`src/rtl/bcd_cnt_pkg.sv`:
```
package bcd_cnt_pkg;
  localparam int DIGIT_W = 4;
  localparam int RADIX   = 10;
  typedef logic [DIGIT_W-1:0] digit_t;
endpackage

```
`src/rtl/strobe_rise.sv`:
```
module strobe_rise (
  input  logic clk,
  input  logic rst,
  input  logic sig_i,
  output logic rise_o
);
  logic prev_q;

  always_ff @(posedge clk) begin
    if (rst) prev_q <= 1'b0;
    else     prev_q <= sig_i;
  end

  assign rise_o = sig_i & ~prev_q;
endmodule

```
`src/rtl/bcd_digit.sv`:
```
module bcd_digit
  import bcd_cnt_pkg::*;
(
  input  logic   clk,
  input  logic   rst,
  input  logic   clr_i,
  input  logic   load_n_i,
  input  digit_t data_i,
  input  logic   up_i,
  input  logic   dn_i,
  input  logic   zero_i,
  output digit_t q_o,
  output digit_t nxt_o,
  output logic   carry_o,
  output logic   borrow_o
);
  localparam digit_t MAXD = digit_t'(RADIX - 1);

  logic   up_r, dn_r;
  logic   wrap_up, wrap_dn;
  digit_t nxt;

  strobe_rise up_edge_i (.clk(clk), .rst(rst), .sig_i(up_i), .rise_o(up_r));
  strobe_rise dn_edge_i (.clk(clk), .rst(rst), .sig_i(dn_i), .rise_o(dn_r));

  always_comb begin
    nxt     = q_o;
    wrap_up = 1'b0;
    wrap_dn = 1'b0;
    if (clr_i) begin
      nxt = '0;
    end else if (!load_n_i) begin
      nxt = data_i;
    end else if (up_r && !dn_r) begin
      if (q_o >= MAXD) begin
        nxt     = '0;
        wrap_up = 1'b1;
      end else begin
        nxt = q_o + digit_t'(1);
      end
    end else if (dn_r && !up_r) begin
      if (q_o == '0) begin
        nxt     = MAXD;
        wrap_dn = 1'b1;
      end else begin
        nxt = q_o - digit_t'(1);
      end
    end
  end

  assign nxt_o = nxt;

  always_ff @(posedge clk) begin
    if (rst) begin
      q_o      <= '0;
      carry_o  <= 1'b0;
      borrow_o <= 1'b0;
    end else begin
      q_o      <= zero_i ? '0 : nxt;
      carry_o  <= wrap_up & ~zero_i;
      borrow_o <= wrap_dn & ~zero_i;
    end
  end

  // clear wins over everything else
  assert_clear_R6: assert property (@(posedge clk) disable iff (rst)
    clr_i |=> (q_o == '0));

  // load lands unless the terminal reset overrides it
  assert_load_R5: assert property (@(posedge clk) disable iff (rst)
    (!clr_i && !load_n_i && !zero_i) |=> (q_o == $past(data_i)));

  // an upward wrap leaves the digit at zero for a single pulse
  assert_carry_wrap_R2: assert property (@(posedge clk) disable iff (rst)
    carry_o |-> (q_o == '0));
  assert_carry_single_R2: assert property (@(posedge clk) disable iff (rst)
    carry_o |=> !carry_o);

  // a downward wrap leaves the digit at nine
  assert_borrow_wrap_R3: assert property (@(posedge clk) disable iff (rst)
    borrow_o |-> (q_o == MAXD));
endmodule

```
`src/rtl/bcd_pair_counter.sv`:
```
module bcd_pair_counter
  import bcd_cnt_pkg::*;
#(
  parameter int TERMINAL = 60
) (
  input  logic       clk,
  input  logic       rst,
  input  logic       up_req,
  input  logic       dn_req,
  input  logic       load_n,
  input  logic       clr,
  input  logic [3:0] load_units,
  input  logic [3:0] load_tens,
  output logic [3:0] units,
  output logic [3:0] tens,
  output logic       carry_out,
  output logic       borrow_out
);
  localparam digit_t TERM_U = digit_t'(TERMINAL % RADIX);
  localparam digit_t TERM_T = digit_t'((TERMINAL / RADIX) % RADIX);

  digit_t u_q, u_nxt, t_q, t_nxt;
  logic   u_carry, u_borrow, t_carry, t_borrow;
  logic   term_hit, term_q;

  assign term_hit = (u_nxt == TERM_U) && (t_nxt == TERM_T);

  bcd_digit units_i (
    .clk(clk), .rst(rst), .clr_i(clr), .load_n_i(load_n), .data_i(load_units),
    .up_i(up_req), .dn_i(dn_req), .zero_i(term_hit),
    .q_o(u_q), .nxt_o(u_nxt), .carry_o(u_carry), .borrow_o(u_borrow)
  );

  bcd_digit tens_i (
    .clk(clk), .rst(rst), .clr_i(clr), .load_n_i(load_n), .data_i(load_tens),
    .up_i(u_carry), .dn_i(u_borrow), .zero_i(term_hit),
    .q_o(t_q), .nxt_o(t_nxt), .carry_o(t_carry), .borrow_o(t_borrow)
  );

  always_ff @(posedge clk) begin
    if (rst) term_q <= 1'b0;
    else     term_q <= term_hit;
  end

  assign units      = u_q;
  assign tens       = t_q;
  assign carry_out  = t_carry | term_q;
  assign borrow_out = t_borrow;

  // the terminal value is never visible
  assert_no_terminal_R9: assert property (@(posedge clk) disable iff (rst)
    !((u_q == TERM_U) && (t_q == TERM_T)));

  // a tens borrow pulse means the tens digit just went to nine
  assert_borrow_out_R10: assert property (@(posedge clk) disable iff (rst)
    borrow_out |-> (tens == digit_t'(RADIX - 1)));
endmodule

```
`config.mk`:
```
export PLATFORM = sky130hd
export DESIGN_NAME = bcd_pair_counter
export DESIGN_NICKNAME = d
export VERILOG_FILES = /design/src/rtl/bcd_cnt_pkg.sv /design/src/rtl/strobe_rise.sv /design/src/rtl/bcd_digit.sv /design/src/rtl/bcd_pair_counter.sv
export SDC_FILE = /design/constraint.sdc
export NUM_CORES = 1
export LEC_CHECK = 0
export ABC_CLOCK_PERIOD_IN_PS = 7000
export BUFFER_PORTS_ARGS = -buffer_cell sky130_fd_sc_hd__buf_4
export CORE_MARGIN = 1.5
export CORE_UTILIZATION = 59
export CTS_BUF_LIST = sky130_fd_sc_hd__clkbuf_4 sky130_fd_sc_hd__clkbuf_8 sky130_fd_sc_hd__clkbuf_16
export CTS_CLUSTER_DIAMETER = 50
export DETAILED_ROUTE_END_ITERATION = 10
export PLACE_DENSITY = 0.94
export SYNTH_ARGS = -nofsm -noshare
export SYNTH_HDL_FRONTEND = slang
export SYNTH_HIERARCHICAL = 1
export SYNTH_SLANG_ARGS = --single-unit
```
`constraint.sdc`:
```
create_clock -name clk -period 7 [get_ports clk]
set_input_delay 0.7 -clock clk [delete_from_list [all_inputs] [get_ports clk]]
set_output_delay 0.7 -clock clk [all_outputs]
set_load 0.05 [all_outputs]
```
# Word-level counts from Yosys, hierarchy flattened
# Index checks and enable logic that the tools add are counted.
[classes]
bitwise = 14
n_lt_le_gt_ge = 2
eq_ne = 1
n_reduce_logical = 13
n_mux = 30
n_div = 0
shifts = 0
add_sub_neg = 4
multipliers = 0
[op_table]
columns = ["cell", "count"]
rows = [
  ["4-bit two-way mux", 12],
  ["1-bit two-way mux", 18],
  ["4-bit logical NOT", 3],
  ["4-bit by 1-bit adder with 4-bit output, second input constant", 2],
  ["1-bit bitwise AND", 8],
  ["4-bit greater-or-equal comparator, second input constant", 2],
  ["4-bit by 1-bit subtractor with 4-bit output, second input constant", 2],
  ["1-bit logical AND", 5],
  ["1-bit NOT", 5],
  ["4-bit by 3-bit == test with 1-bit output, second input constant", 1],
  ["1-bit logical NOT", 4],
  ["2-bit OR reduction", 1],
  ["1-bit bitwise OR", 1],
]
[totals]
ram_bits = 0
latch_bits = 0
input_bits = 14
ff_bits = 17
romBits = 0
memories = 0

# Longest topological paths before layout
# Gate-level depths: netlist of the first run.
[depth]
depth_word = 12
mapped_depth = 11

# By module
# Netlist of the first run, hierarchy kept.
[by_module_without_submodules]
columns = ["module", "cells_each", "instances", "area_each_um2", "seq_area_each_um2"]
rows = [
  ["bcd_digit", 62, 2, 530.5, 120.1],
  ["strobe_rise", 3, 4, 47.5, 20.0],
  ["bcd_pair_counter", 7, 1, 68.8, 20.0],
]

# Worst setup path before layout of the first run
# Ideal clock, no wire load.
[synth_timing]
path_type = "register to register"
start = "reg units_i.q_o[1]"
end = "reg tens_i.q_o[2]"
path_slack_ns = 4.226
path_buffers = 0
setup_time_ns = 0.073
arrival_time_ns = 2.701
path_stages_with_launch = 12
path_cell_list = "dfxtp_1 -> inv_1 -> ha_1 -> or3b_4 -> nand4_2 -> nand2b_1 -> nor3_1 -> nor4b_2 -> and3_2 -> nor3_1 -> nand2_1 -> nor3b_2"
[synth_between]
elab_chain_cells = 9
[synth_rtl]
columns = ["item", "line", "text"]
rows = [
  ["start: declaration", "bcd_digit.sv:12", "output digit_t q_o,"],
  ["start signal: assignment", "bcd_digit.sv:59", "q_o <= zero_i ? '0 : nxt;"],
  ["branches (longest 3 deep; another with 4-bit greater-or-equal comparator)", "-", ""],
  ["4-bit two-way mux *", "bcd_digit.sv:34", "end else if (up_r && !dn_r) begin"],
  ["4-bit two-way mux *", "bcd_digit.sv:32", "end else if (!load_n_i) begin"],
  ["4-bit two-way mux *", "bcd_digit.sv:30", "if (clr_i) begin"],
  ["named net u_nxt[0]", "bcd_pair_counter.sv:22", "digit_t u_q, u_nxt, t_q, t_nxt;"],
  ["4-bit logical NOT *", "bcd_pair_counter.sv:26", "assign term_hit = (u_nxt == TERM_U) && (t_nxt == TERM_T);"],
  ["1-bit logical AND *", "bcd_pair_counter.sv:26", ""],
  ["named net term_hit", "bcd_pair_counter.sv:24", "logic term_hit, term_q;"],
  ["2-bit OR reduction (no line) *", "-", ""],
  ["end signal: assignment", "bcd_digit.sv:59", ""],
  ["end: declaration", "bcd_digit.sv:12", ""],
]
# Mark *: on every way through the listed nets, which the timed path passes.
# A chain may end at the register's enable or synchronous reset.

# Worst setup path in the final report of the first run
[layout_timing]
start = "reg units_i.q_o[0]"
end = "reg units_i.q_o[0]"
[layout_between]
elab_chain_cells = 9
[layout_rtl]
columns = ["item", "line", "text"]
rows = [
  ["4-bit by 1-bit subtractor with 4-bit output or 4-bit logical NOT (tied branches)", "bcd_digit.sv:46, bcd_digit.sv:42", ""],
  ["4-bit two-way mux", "bcd_digit.sv:42", "if (q_o == '0) begin"],
  ["4-bit two-way mux", "bcd_digit.sv:41", "end else if (dn_r && !up_r) begin"],
  ["4-bit two-way mux *", "bcd_digit.sv:34", ""],
  ["4-bit two-way mux *", "bcd_digit.sv:32", ""],
  ["4-bit two-way mux *", "bcd_digit.sv:30", ""],
  ["named net u_nxt[0]", "bcd_pair_counter.sv:22", ""],
  ["4-bit logical NOT *", "bcd_pair_counter.sv:26", ""],
  ["1-bit logical AND *", "bcd_pair_counter.sv:26", ""],
  ["named net term_hit", "bcd_pair_counter.sv:24", ""],
  ["2-bit OR reduction (no line) *", "-", ""],
]
# Mark *: on every way through the listed nets, which the timed path passes. The rest lies on a longest branch.

==> key figures, run 1 <==
Finish
  – Share of layout cells above drive strength 1: 0.3373
  – Nets: 189
  – Area Overhead vs Synth: 16.02%
  – # diodes: 0

Clocking
  – CTS Hold Bufs: 0
  – Clk_lat worst skew: 0.30 ns
  – Clk sink count: 17
  – Longest Clk Path Bufs: 2
  – Post-CTS resize count: 0
  – Clk slew on worst S/H paths: 0.10 ns
  – Number of post-CTS setup repair buffers: 0
  – H-tree Lvls: 1
  – CTS buffer count: 3
  – Root Driver: clkbuf_4
  – CTS tree: done

Floorplanning
  – Num ports: 24
  – Die width: 50.30 um
  – Die area: about 0.0025 sq mm
  – # rows: 16
  – Die Ht: 50.30 um
  – Core area: 0.002042 sq mm
  – Initial Util: 0.6464

Logic synthesis
  – Top post-synthesis cells by count: 19 x nor2_1, 17 x dfxtp_1, 8 x ha_1, 8 x nor2b_4, 8 x nor3_1
  – Mapped Nets: 165
  – Post-synth top area cell: dfxtp_1
  – Post-synth EDFFs: 0
  – Async SR Flop Fraction: 0
  – Yosys cell types: 36
  – Cells after synthesis: 143
  – Cell with the most instances after synthesis: nor2_1
  – Post-synth top area share: 0.2578
  – Synth Cell Area: 0.001320 sq mm
  – Synth Flop Type: dfxtp_1
  – Total number of yosys warnings: 6
  – Sequential share of the synthesized area: 0.2578
  – Avg Inst Size Synth: about 9.2 sq um
  – Top post-synthesis cells by area: dfxtp_1 26%, nor2b_4 8.3%, ha_1 7.6%
  – Flops & latches, synth: 17

Timing
  – Skew final: 0.005553 ns
  – Min cycle time layout: around 2.8 ns
  – Worst slew margin: 0.7084
  – Total count of hold-check failures in the final report: 0
  – Max-slew violations: 0
  – Worst-margin pin slew: roughly 0.44 ns
  – Fmax: 0.3566 GHz
  – Finish-stage setup viols: 0
  – Final Cycle Share: 0.4007
  – RSZ-0062 raised after global routing: no
  – Setup TNS: 0 ns

GRT
  – First-pass GRT wire length: 4878 um
  – GRT met2 Usage: 0.4123
  – Met1 GRT Util: 0.3446
  – GRT Total Usage: 0.2491
  – Met3 Usage GRT: 0.04762
  – Vias in the first global route: 1053
  – Largest net degree at the start of global routing: 25
  – Layer with the highest usage: met2
  – Initial antenna violation count: 0
  – Total grt overflow: 0

Drt
  – Drt drc: 0
  – DRT Wirelength: 3052 um
  – Initial DRC count: 42
  – Pre-antenna DRT Iters: 4
  – Vias/cell: 6.109
  – Routed vias: 1179
  – DR WL/cell: 15.81 um
  – Detail Route Antenna Nets: 0

Hold path
  – HP Class: reg -> reg

Place
  – Port Buffers: 23
  – Dpl hpwl: 2259 um
  – GPL Wtd Cong: just under 0.9

Power
  – LEAKAGE: 0.0006498 uW
  – Tot Pwr: ~230 uW
  – Worst vdd ir: 0.0001360 V
  – PwrDens: 147.2 mW/mm^2

Setup path
  – Worst Setup Start Kind: register
  – Worst EP required: 7.18 ns
  – Kind of critical path: reg -> reg
  – CP Capture Type: register
  – Crit Path Max Fanout: 9
  – Worst path arrival time: 2.98 ns

Flow run
  – Max Cap Violations: 0

Outcome
  – Status: finished clean
[worst paths after layout]
| path | from | endpoint | slack, ns | cells past startpoint |
|---|---|---|---|---|
| worst min register to register | units_i/borrow_o | tens_i/dn_edge_i/prev_q | 0.47 | 1 |
| worst min-delay path | units_i/borrow_o | tens_i/dn_edge_i/prev_q | 0.47 | 1 |
| worst max register to register | units_i/q_o[0] | units_i/q_o[0] | 4.20 | 11 |
| worst max-delay path | units_i/q_o[0] | units_i/q_o[0] | 4.20 | 11 |
[per-layer routing]
metal  vias to the layer above  wire, um  part of all wire
met4                         0        24            0.0079
li1                        567         -                 -
met5                         -         0                 0
met3                         5       199             0.065
met2                        57      1472              0.48
met1                       550      1356              0.44
[registers in the layout, summed over array words and instances, names as in the netlist]
signal and cells:
units_i/up_edge_i/prev_q 1, tens_i/up_edge_i/prev_q 1, tens_i/borrow_o 1, term_q 1, units_i/borrow_o 1, units_i/carry_o 1
tens_i/carry_o 1, units_i/q_o 4, tens_i/dn_edge_i/prev_q 1, units_i/dn_edge_i/prev_q 1, tens_i/q_o 4
[area by class of cell]
type / instances / area (sq um)
timing repair buffer: 23 / 172.7
tap: 27 / 33.78
sequential: 17 / 340.3
clock buffer: 3 / 22.52
inverter: 6 / 22.52
multi-input combinational: 116 / 934.6
clock inverter: 1 / 5.005
fill: 145 / 510.5
[critical path, stage by stage (launching register included)]
cell and delay (ns):
dfxtp_1 0.52, inv_1 0.12, ha_1 0.27, nor3b_1 0.17
nand3b_1 0.18, a221oi_1 0.45, nor3_1 0.12, nor4b_2 0.31
and3_2 0.24, nor3_1 0.08, nand2_1 0.16, nor3_1 0.07
[per-stage QoR]
step	util	area (sq um)	worst slack, ns	instances	hold WS, ns
finish	0.7500	1531	4.195	193	0.4700
global route	0.7500	1531	4.025	193	0.4945
CTS	0.7500	1531	4.269	193	0.4732
detailed placement	0.7365	1504	4.089	189	0.4586
global placement	0.7365	1504	4.225	189	0.4531
floorplan	-	1320	4.226	143	0.4439
[cell usage in the layout, fill, tap and decap left out, types with 3 or more instances in the layout]
master / instances
nor4b_2: 3
nor2b_1: 5
a221oi_1: 4
buf_4: 23
inv_1: 6
nand2b_1: 4
a31oi_1: 4
ha_1: 8
nand2_1: 6
nor3_1: 8
o21a_1: 4
nor2_1: 19
nor2b_4: 8
dfxtp_1: 17
clkbuf_4: 3
nor3b_2: 6
[cell families after synthesis]
kind of cell    count (synthesis)  share of synthesized area
xor+xnor                        2                    0.01327
mux                             2                    0.01517
buf+inv                        10                    0.03412
simple gates                   82                     0.4654
fa+ha+maj                       8                    0.07583
compound gates                 22                     0.1384
flops                          17                     0.2578
[report_power, final]
group | internal [uW] | total (uW) | switching [uW] | leakage [uW]
logic | 28.8 | 66.5 | 37.8 | 0.000493
clock network | 21.3 | 53.1 | 31.8 | 0.0000177
registers | 99.8 | 106 | 5.90 | 0.000139
Note: power is estimated with default switching activity, not from simulation.
==> run 2, diff against run 1 <==
--- a/config.mk
+++ b/config.mk
@@ -5,14 +5,14 @@
 export SDC_FILE = /design/constraint.sdc
 export NUM_CORES = 1
 export LEC_CHECK = 0
-export ABC_CLOCK_PERIOD_IN_PS = 7000
+export ABC_CLOCK_PERIOD_IN_PS = 2900
 export BUFFER_PORTS_ARGS = -buffer_cell sky130_fd_sc_hd__buf_4
 export CORE_MARGIN = 1.5
-export CORE_UTILIZATION = 59
+export CORE_UTILIZATION = 55
 export CTS_BUF_LIST = sky130_fd_sc_hd__clkbuf_4 sky130_fd_sc_hd__clkbuf_8 sky130_fd_sc_hd__clkbuf_16
 export CTS_CLUSTER_DIAMETER = 50
 export DETAILED_ROUTE_END_ITERATION = 10
-export PLACE_DENSITY = 0.94
+export PLACE_DENSITY = 0.89
 export SYNTH_ARGS = -nofsm -noshare
 export SYNTH_HDL_FRONTEND = slang
 export SYNTH_HIERARCHICAL = 1
==> constraint.sdc (replaced) <==
create_clock -name clk -period 2.9 [get_ports clk]
set_input_delay 0.29 -clock clk [delete_from_list [all_inputs] [get_ports clk]]
set_output_delay 0.29 -clock clk [all_outputs]
set_load 0.05 [all_outputs]
==> key figures, run 2 (same netlist as run 1, synthesis figures left out) <==
Finish
  – Top flop regs: tens_i/q_o x4, units_i/q_o x4
  – Final core occ: 0.6924 (-0.05756)
  – Most common cell after layout, fill and taps aside: buf_4
  – # diodes: 0 (unchanged)
  – Fill cells: 187 (+29%)
  – Fin cells: 194 (+0.52%)
  – Most frequent cells in the layout: 23 x buf_4, 19 x nor2_1, 14 x dfxtp_1, 8 x ha_1, 8 x nor2b_4
  – Area Overhead vs Synth: 17.16%
  – Share of layout cells above drive strength 1: 0.3675 (+0.03012)
  – Nets: 189 (unchanged)

Floorplanning
  – Initial Util: 0.5910 (-0.05541)
  – Die width: 51.99 um (+3.4%)
  – Die Ht: 51.99 um (+3.4%)
  – Core area: 0.002233 sq mm (+9.4%)
  – Die area: 0.002703 sq mm (+6.8%)
  – # rows: 17 (+1)
  – Num ports: 24 (unchanged)

GRT
  – First-pass GRT wire length: 5085 um (+4.2%)
  – GRT Total Usage: 0.2559 (+0.006842)
  – Total grt overflow: 0 (unchanged)
  – Vias in the first global route: 1132 (+7.5%)
  – Largest net degree at the start of global routing: 25 (unchanged)
  – Initial antenna violation count: 0 (unchanged)

Clocking
  – Clk_lat worst skew: 0.30 ns (about the same)
  – Root Driver: clkbuf_4
  – H-tree Lvls: 1 (unchanged)
  – CTS tree: done
  – Longest Clk Path Bufs: 2 (unchanged)
  – Clk sink count: 17 (unchanged)
  – CTS buffer count: 3 (unchanged)
  – CTS Hold Bufs: 0 (unchanged)
  – Post-CTS resize count: 0 (unchanged)
  – Number of post-CTS setup repair buffers: 0 (unchanged)
  – Clk slew on worst S/H paths: 0.11 ns (about the same)

Place
  – Placed Cells: 190 (+0.53%)
  – Port Buffers: 23 (unchanged)
  – Place WS: 0.1160 ns (-3.973 ns)
  – GPL Wtd Cong: 0.8820 (+0.17%)
  – Dpl hpwl: 2299 um (+1.8%)

Setup path
  – Worst EP required: 3.13 ns (-4.05 ns)
  – CP Capture Type: register
  – Reg2Reg Setup Slack: 0.20 ns (-4.00 ns)
  – Worst path arrival time: 2.94 ns (-0.04 ns)
  – Kind of critical path: reg -> reg
  – Worst Setup Start Kind: register
  – Crit Path Max Fanout: 6 (-3)

Timing
  – Finish-stage setup viols: 0 (unchanged)
  – Setup TNS: 0 ns (unchanged)
  – Worst slew margin: 0.7075 (-0.0009070)
  – Worst-margin pin slew: 0.4341 ns (-0.003386 ns)
  – Max-slew violations: 0 (unchanged)
  – Skew final: 0.007990 ns (+0.002436 ns)
  – Setup WS post-layout: 0.1986 ns (-3.997 ns)
  – RSZ-0062 raised after global routing: no
  – Min cycle time layout: 2.701 ns (-0.1032 ns)
  – Total count of hold-check failures in the final report: 0 (unchanged)
  – Fmax: 0.3702 GHz (+3.8%)
  – Final Cycle Share: 0.9315 (+0.5309)

Flow run
  – Max Cap Violations: 0 (unchanged)

Outcome
  – Status: finished clean

Drt
  – Drt drc: 0 (unchanged)
  – Routed vias: 1199 (+1.7%)
  – DR WL/cell: 15.91 um (+0.59%)
  – Pre-antenna DRT Iters: 4 (unchanged)
  – Detail Route Antenna Nets: 0 (unchanged)
  – DRT Wirelength: 3086 um (+1.1%)
  – Vias/cell: 6.180 (+1.2%)
  – Initial DRC count: 39 (-7.1%)

Power
  – PwrDens: 354.9 mW/mm^2 (+140%)
  – Tot Pwr: 548.8 uW (+140%)
  – LEAKAGE: 0.0006541 uW (+0.67%)
  – Worst vdd ir: 0.0002706 V (+99%)

Hold path
  – HP Class: in -> reg
## run 2: through the flow
step	area [sq um]	hold WS (ns)
finish	1546	0.2119
floorplan	1320	0.3543
global route	1546	0.1980
detailed placement	1505	0.4631
CTS	1533	0.2104
global placement	1505	0.4521
## run 2: cell type report
type | instances | area, sq um | area share
multi-input combinational | 116 | 944.7 | 0.6108
sequential | 17 | 344.1 | 0.2225
timing repair buffer | 23 | 172.7 | 0.1117
tap | 28 | 35.03 | 0.02265
clock buffer | 3 | 22.52 | 0.01456
inverter | 6 | 22.52 | 0.01456
clock inverter | 1 | 5.005 | 0.003236
## run 2: metal layers
metal,wire length (um),GRT usage,up-vias,part of all wire
li1,-,-,566,-
met1,1340,0.3155,572,0.43
met2,1519,0.4283,49,0.49
met3,148,0.05747,12,0.048
met4,78,0.1009,0,0.025
met5,0,0,-,0
## run 2: critical path, stage by stage (launching register included)
cell	delay [ns]
dfxtp_2	0.40
inv_1	0.11
ha_1	0.19
or3b_4	0.39
nand4_2	0.14
nand2b_1	0.13
nor3_1	0.30
nor4b_2	0.09
and3_2	0.21
nor3_2	0.30
nand2_1	0.18
nor3b_2	0.20
## run 2: final timing paths
path / start / to / cells after the start
setup / recovery: tens_i/q_o[1] / tens_i/q_o[2] / 11
setup reg to reg: tens_i/q_o[1] / tens_i/q_o[2] / 11
hold / removal: up_req / units_i/up_edge_i/prev_q / 2
hold reg to reg: units_i/carry_o / tens_i/up_edge_i/prev_q / 1
## run 2: where the power goes
part,switching (uW),internal (uW),total [uW]
logic,91.0,70.0,161
clock network,80.5,51.3,132
registers,14.5,242,256
